<file path="src/rtl/qport.sv">
module qport #(
  parameter int W = 8,
  parameter int FLAVOR = 1,
  parameter int SW = (W > 1) ? $clog2(W) : 1
) (
  input  logic          clk,
  input  logic          rst_n,
  input  logic          wr_byte_en,
  input  logic [W-1:0]  wr_byte_data,
  input  logic          wr_bit_en,
  input  logic [SW-1:0] wr_bit_sel,
  input  logic          wr_bit_val,
  input  logic          bus_mode,
  input  logic [W-1:0]  bus_out,
  input  logic [W-1:0]  alt_sel,
  input  logic [W-1:0]  alt_out,
  input  logic [W-1:0]  pin_in,
  output logic [W-1:0]  latch_q,
  output logic [W-1:0]  pin_q,
  output logic [W-1:0]  drv_low,
  output logic [W-1:0]  drv_high,
  output logic [W-1:0]  pull_up
);
  localparam bit IS_OD  = (FLAVOR == 0);
  localparam bit IS_HA  = (FLAVOR == 2);
  localparam bit IS_ALT = (FLAVOR == 3);

  logic [W-1:0] lat, lat_nxt, eff, sync1;
  logic bus_act;

  assign bus_act = bus_mode && (IS_OD || IS_HA);

  always_comb begin
    lat_nxt = lat;
    if (wr_byte_en) lat_nxt = wr_byte_data;
    if (wr_bit_en)  lat_nxt[wr_bit_sel] = wr_bit_val;
  end

  always_ff @(posedge clk or negedge rst_n) begin
    if (!rst_n)                lat <= '1;
    else if (IS_OD && bus_mode) lat <= '1;
    else                       lat <= lat_nxt;
  end

  always_ff @(posedge clk or negedge rst_n) begin
    if (!rst_n) begin
      sync1 <= '1;
      pin_q <= '1;
    end else begin
      sync1 <= pin_in;
      pin_q <= sync1;
    end
  end

  assign eff      = IS_ALT ? (lat & (~alt_sel | alt_out)) : lat;
  assign latch_q  = lat;
  assign drv_high = bus_act ? bus_out  : '0;
  assign drv_low  = bus_act ? ~bus_out : ~eff;
  assign pull_up  = (bus_act || IS_OD) ? '0 : eff;
endmodule

</file>
<file path="config.mk">
export PLATFORM = sky130hd
export DESIGN_NAME = qport
export DESIGN_NICKNAME = d
export VERILOG_FILES = /design/src/rtl/qport.sv
export SDC_FILE = /design/constraint.sdc
export NUM_CORES = 1
export LEC_CHECK = 0
export BUFFER_PORTS_ARGS = -buffer_cell sky130_fd_sc_hd__buf_4
export CORE_MARGIN = 2
export CORE_UTILIZATION = 25
export DETAILED_ROUTE_END_ITERATION = 16
export HOLD_SLACK_MARGIN = 0.05
export SYNTH_ARGS = -nofsm -noshare
export SYNTH_HDL_FRONTEND = slang
export SYNTH_SLANG_ARGS = --single-unit
</file>
<file path="constraint.sdc">
create_clock -name clk -period 0.9 [get_ports clk]
set_input_delay 0.135 -clock clk [delete_from_list [all_inputs] [get_ports clk]]
set_output_delay 0.135 -clock clk [all_outputs]
set_load 0.03 [all_outputs]
</file>
==> metrics <==
Clock Latency Late Sink 0.26 ns; clk sinks 24; Final Slew Violations 0; WL per Instance 12.90 um; post-synthesis cell area 1087 um^2; Max clock buf depth 2; # Post-CTS Setup Buffers 0; GRT Util Overall 9.635%; Site Rows 23; initial core utilization 26.61%; Distinct cells, synth 12; first-pass GRT wire length 3712 um; Nets 184; RSZ-0062 raised after global routing true; H-tree depth 1; critical path fanouts, max 4; total power 3.228 mW; vias 722; hold depth 2; end-of-flow core utilization 43.39%; worst reg2reg setup slack -0.11 ns; detailed placement HPWL 1721 um; violated checks setup timing; largest net degree at the start of global routing 25; CP Launch Type flip-flop; static leakage 0.8450 nW; total grt overflow 0; FF-to-FF End latch_q[1]$_DFF_PN1_; Setup CP Type flip-flop to primary output; mux cell area share after synthesis 18.99%; Synth Area in Compound Gates 0%; crit path capture type primary output; IO Pins 89; final hold vios 0; synth warn 0; worst r2r src latch_q[1]$_DFF_PN1_; FF-to-FF path depth 2; drt drc 0; final worst-path setup slack -0.2620 ns; period utilization 129.1%; class of the worst hold path input port to flip-flop; register area share after synthesis 58.00%; highest clock rate 860.6 MHz; I/O Buffers 55; CTS tree built; Worst Path Required 0.76 ns; vias in the first global route 767; Max-Cap Viols 0; clock root buffer clkbuf_8; footprint of the multi-input gates 344.1 um^2; ANT cells 0; Core Box Area 4086 um^2; main combinational cell family by area after synthesis multiplexers; # setup viols final 40; Cells after DPL 171; Final min period 1.162 ns; share of cells above drive strength 1 82.09%; Area Overhead vs Synth 63.06%; Die X 69.95 um; flops & latches, synth 24; fillcell total 376; Power Density 1821 nW/um^2; Worst VDD drop 1.453 mV; routed wire length 2373 um; post-route ant nets 0; min-delay src wr_bit_val; Data arrival, critical path 1.03 ns; outcome complete, but fails checks; cell count after synthesis 74; FF/Latch Area 630.6 um^2; syn avg cell area 14.69 um^2; Die ar. 4893 um^2; Post-Synth Adder-Cell Area 0%; xor/xnor share of the synthesized area 0%; Vias/cell 3.924; fin cells 184; gp weighted congestion 0.6532; total CTS buffers 3; pre-CTS setup slack -0.1022 ns; Iter 0 DRT Violations 6; Simple-Gate Fraction of Synth Area 7.825%; Chip Height 69.95 um; Reg clk slew, reported paths 0.08 ns; initial antenna violation count 0; end of the worst hold path latch_q[3]$_DFF_PN1_; Worst Skew 0.0004841 ns; router iterations before antenna repair 3
flip-flops by register name, indices dropped and copies added (netlist names):
name     count
sync1        8
latch_q      8
pin_q        8
placed cells by master, fill, tap and decap left out, types with 8 or more instances in the layout:
cell           instances
buf_4                 26
buf_6                 31
conb_1                 8
dfstp_2               24
dlygate4sd3_1          9
inv_2                  8
mux2_4                13
critical path, stage by stage, from the launching register on:
cell	delay, ns
dfstp_2	0.59
inv_2	0.05
buf_6	0.13
routing by layer:
layer,share of wire (%),vias to the layer above,track usage [%]
met5,0,-,0
met4,0.38,0,1.923
met3,5.8,2,2.886
met2,56,35,17.78
met1,38,343,10.94
li1,-,342,-
cells by family after synthesis:
logic type | count (synthesis)
other | 1
and+or+nand+nor | 8
buffers and inverters | 25
muxes | 16
DFF | 24
worst max path at each step:
stage | from | endpoint | slack [ns] | depth (start not counted)
4_1_cts | latch_q[5]$_DFF_PN1_ | latch_q[5] | -0.26 | 1
5_1_grt | latch_q[7]$_DFF_PN1_ | drv_low[7] | -0.31 | 2
3_3_place_gp | wr_bit_sel[1] | latch_q[0]$_DFF_PN1_ | -0.09 | 3
3_5_place_dp | wr_byte_en | latch_q[1]$_DFF_PN1_ | -0.10 | 3
6_report | latch_q[3]$_DFF_PN1_ | drv_low[3] | -0.26 | 2
2_1_floorplan | latch_q[1]$_DFF_PN1_ | latch_q[1]$_DFF_PN1_ | -0.12 | 2
Yosys cell counts:
| library cell | instances | area [um^2] |
|---|---|---|
| dfstp_2 | 24 | 630.6 |
| buf_4 | 16 | 120.1 |
| inv_1 | 8 | 30.03 |
| mux2_2 | 7 | 78.83 |
| mux2_4 | 7 | 105.1 |
| and4bb_1 | 3 | 37.54 |
| nand4b_1 | 3 | 26.28 |
| mux2_1 | 2 | 22.52 |
| buf_6 | 1 | 11.26 |
| conb_1 | 1 | 3.750 |
| nand4_1 | 1 | 6.260 |
| nor4b_2 | 1 | 15.01 |
repair_timing:
action,in CTS,in global routing
gates cloned,0,0
endpoints found under the hold margin,32,0
setup endpoints to repair,40,40
hold buffers,9,0
resized for setup,26,9
final cells by class:
| class | count | share of cell area (%) |
|---|---|---|
| clock inverters | 1 | 1.694 |
| flip-flops and latches | 24 | 35.57 |
| well taps | 50 | 3.529 |
| repair buffers | 66 | 35.78 |
| clock buffers | 3 | 2.329 |
| multi-input cells | 32 | 19.41 |
| inverters | 8 | 1.694 |
per-stage QoR:
stage,TNS (ns),cell area [um^2],hold slack (ns)
2_1_floorplan,-1.305,1162,-0.01284
3_3_place_gp,-0.6174,1495,0.2446
3_5_place_dp,-0.6577,1495,0.2445
4_1_cts,-8.002,1743,0.1693
5_1_grt,-9.131,1773,0.1713
6_report,-7.614,1773,0.1722
power breakdown:
group	total, mW	switching, mW	internal (mW)
Combinational	1.01	0.520	0.489
Sequential	1.30	0.0829	1.22
Clock	0.914	0.321	0.594
Total	3.23	0.924	2.30
Power figures use the tool's default switching activity.
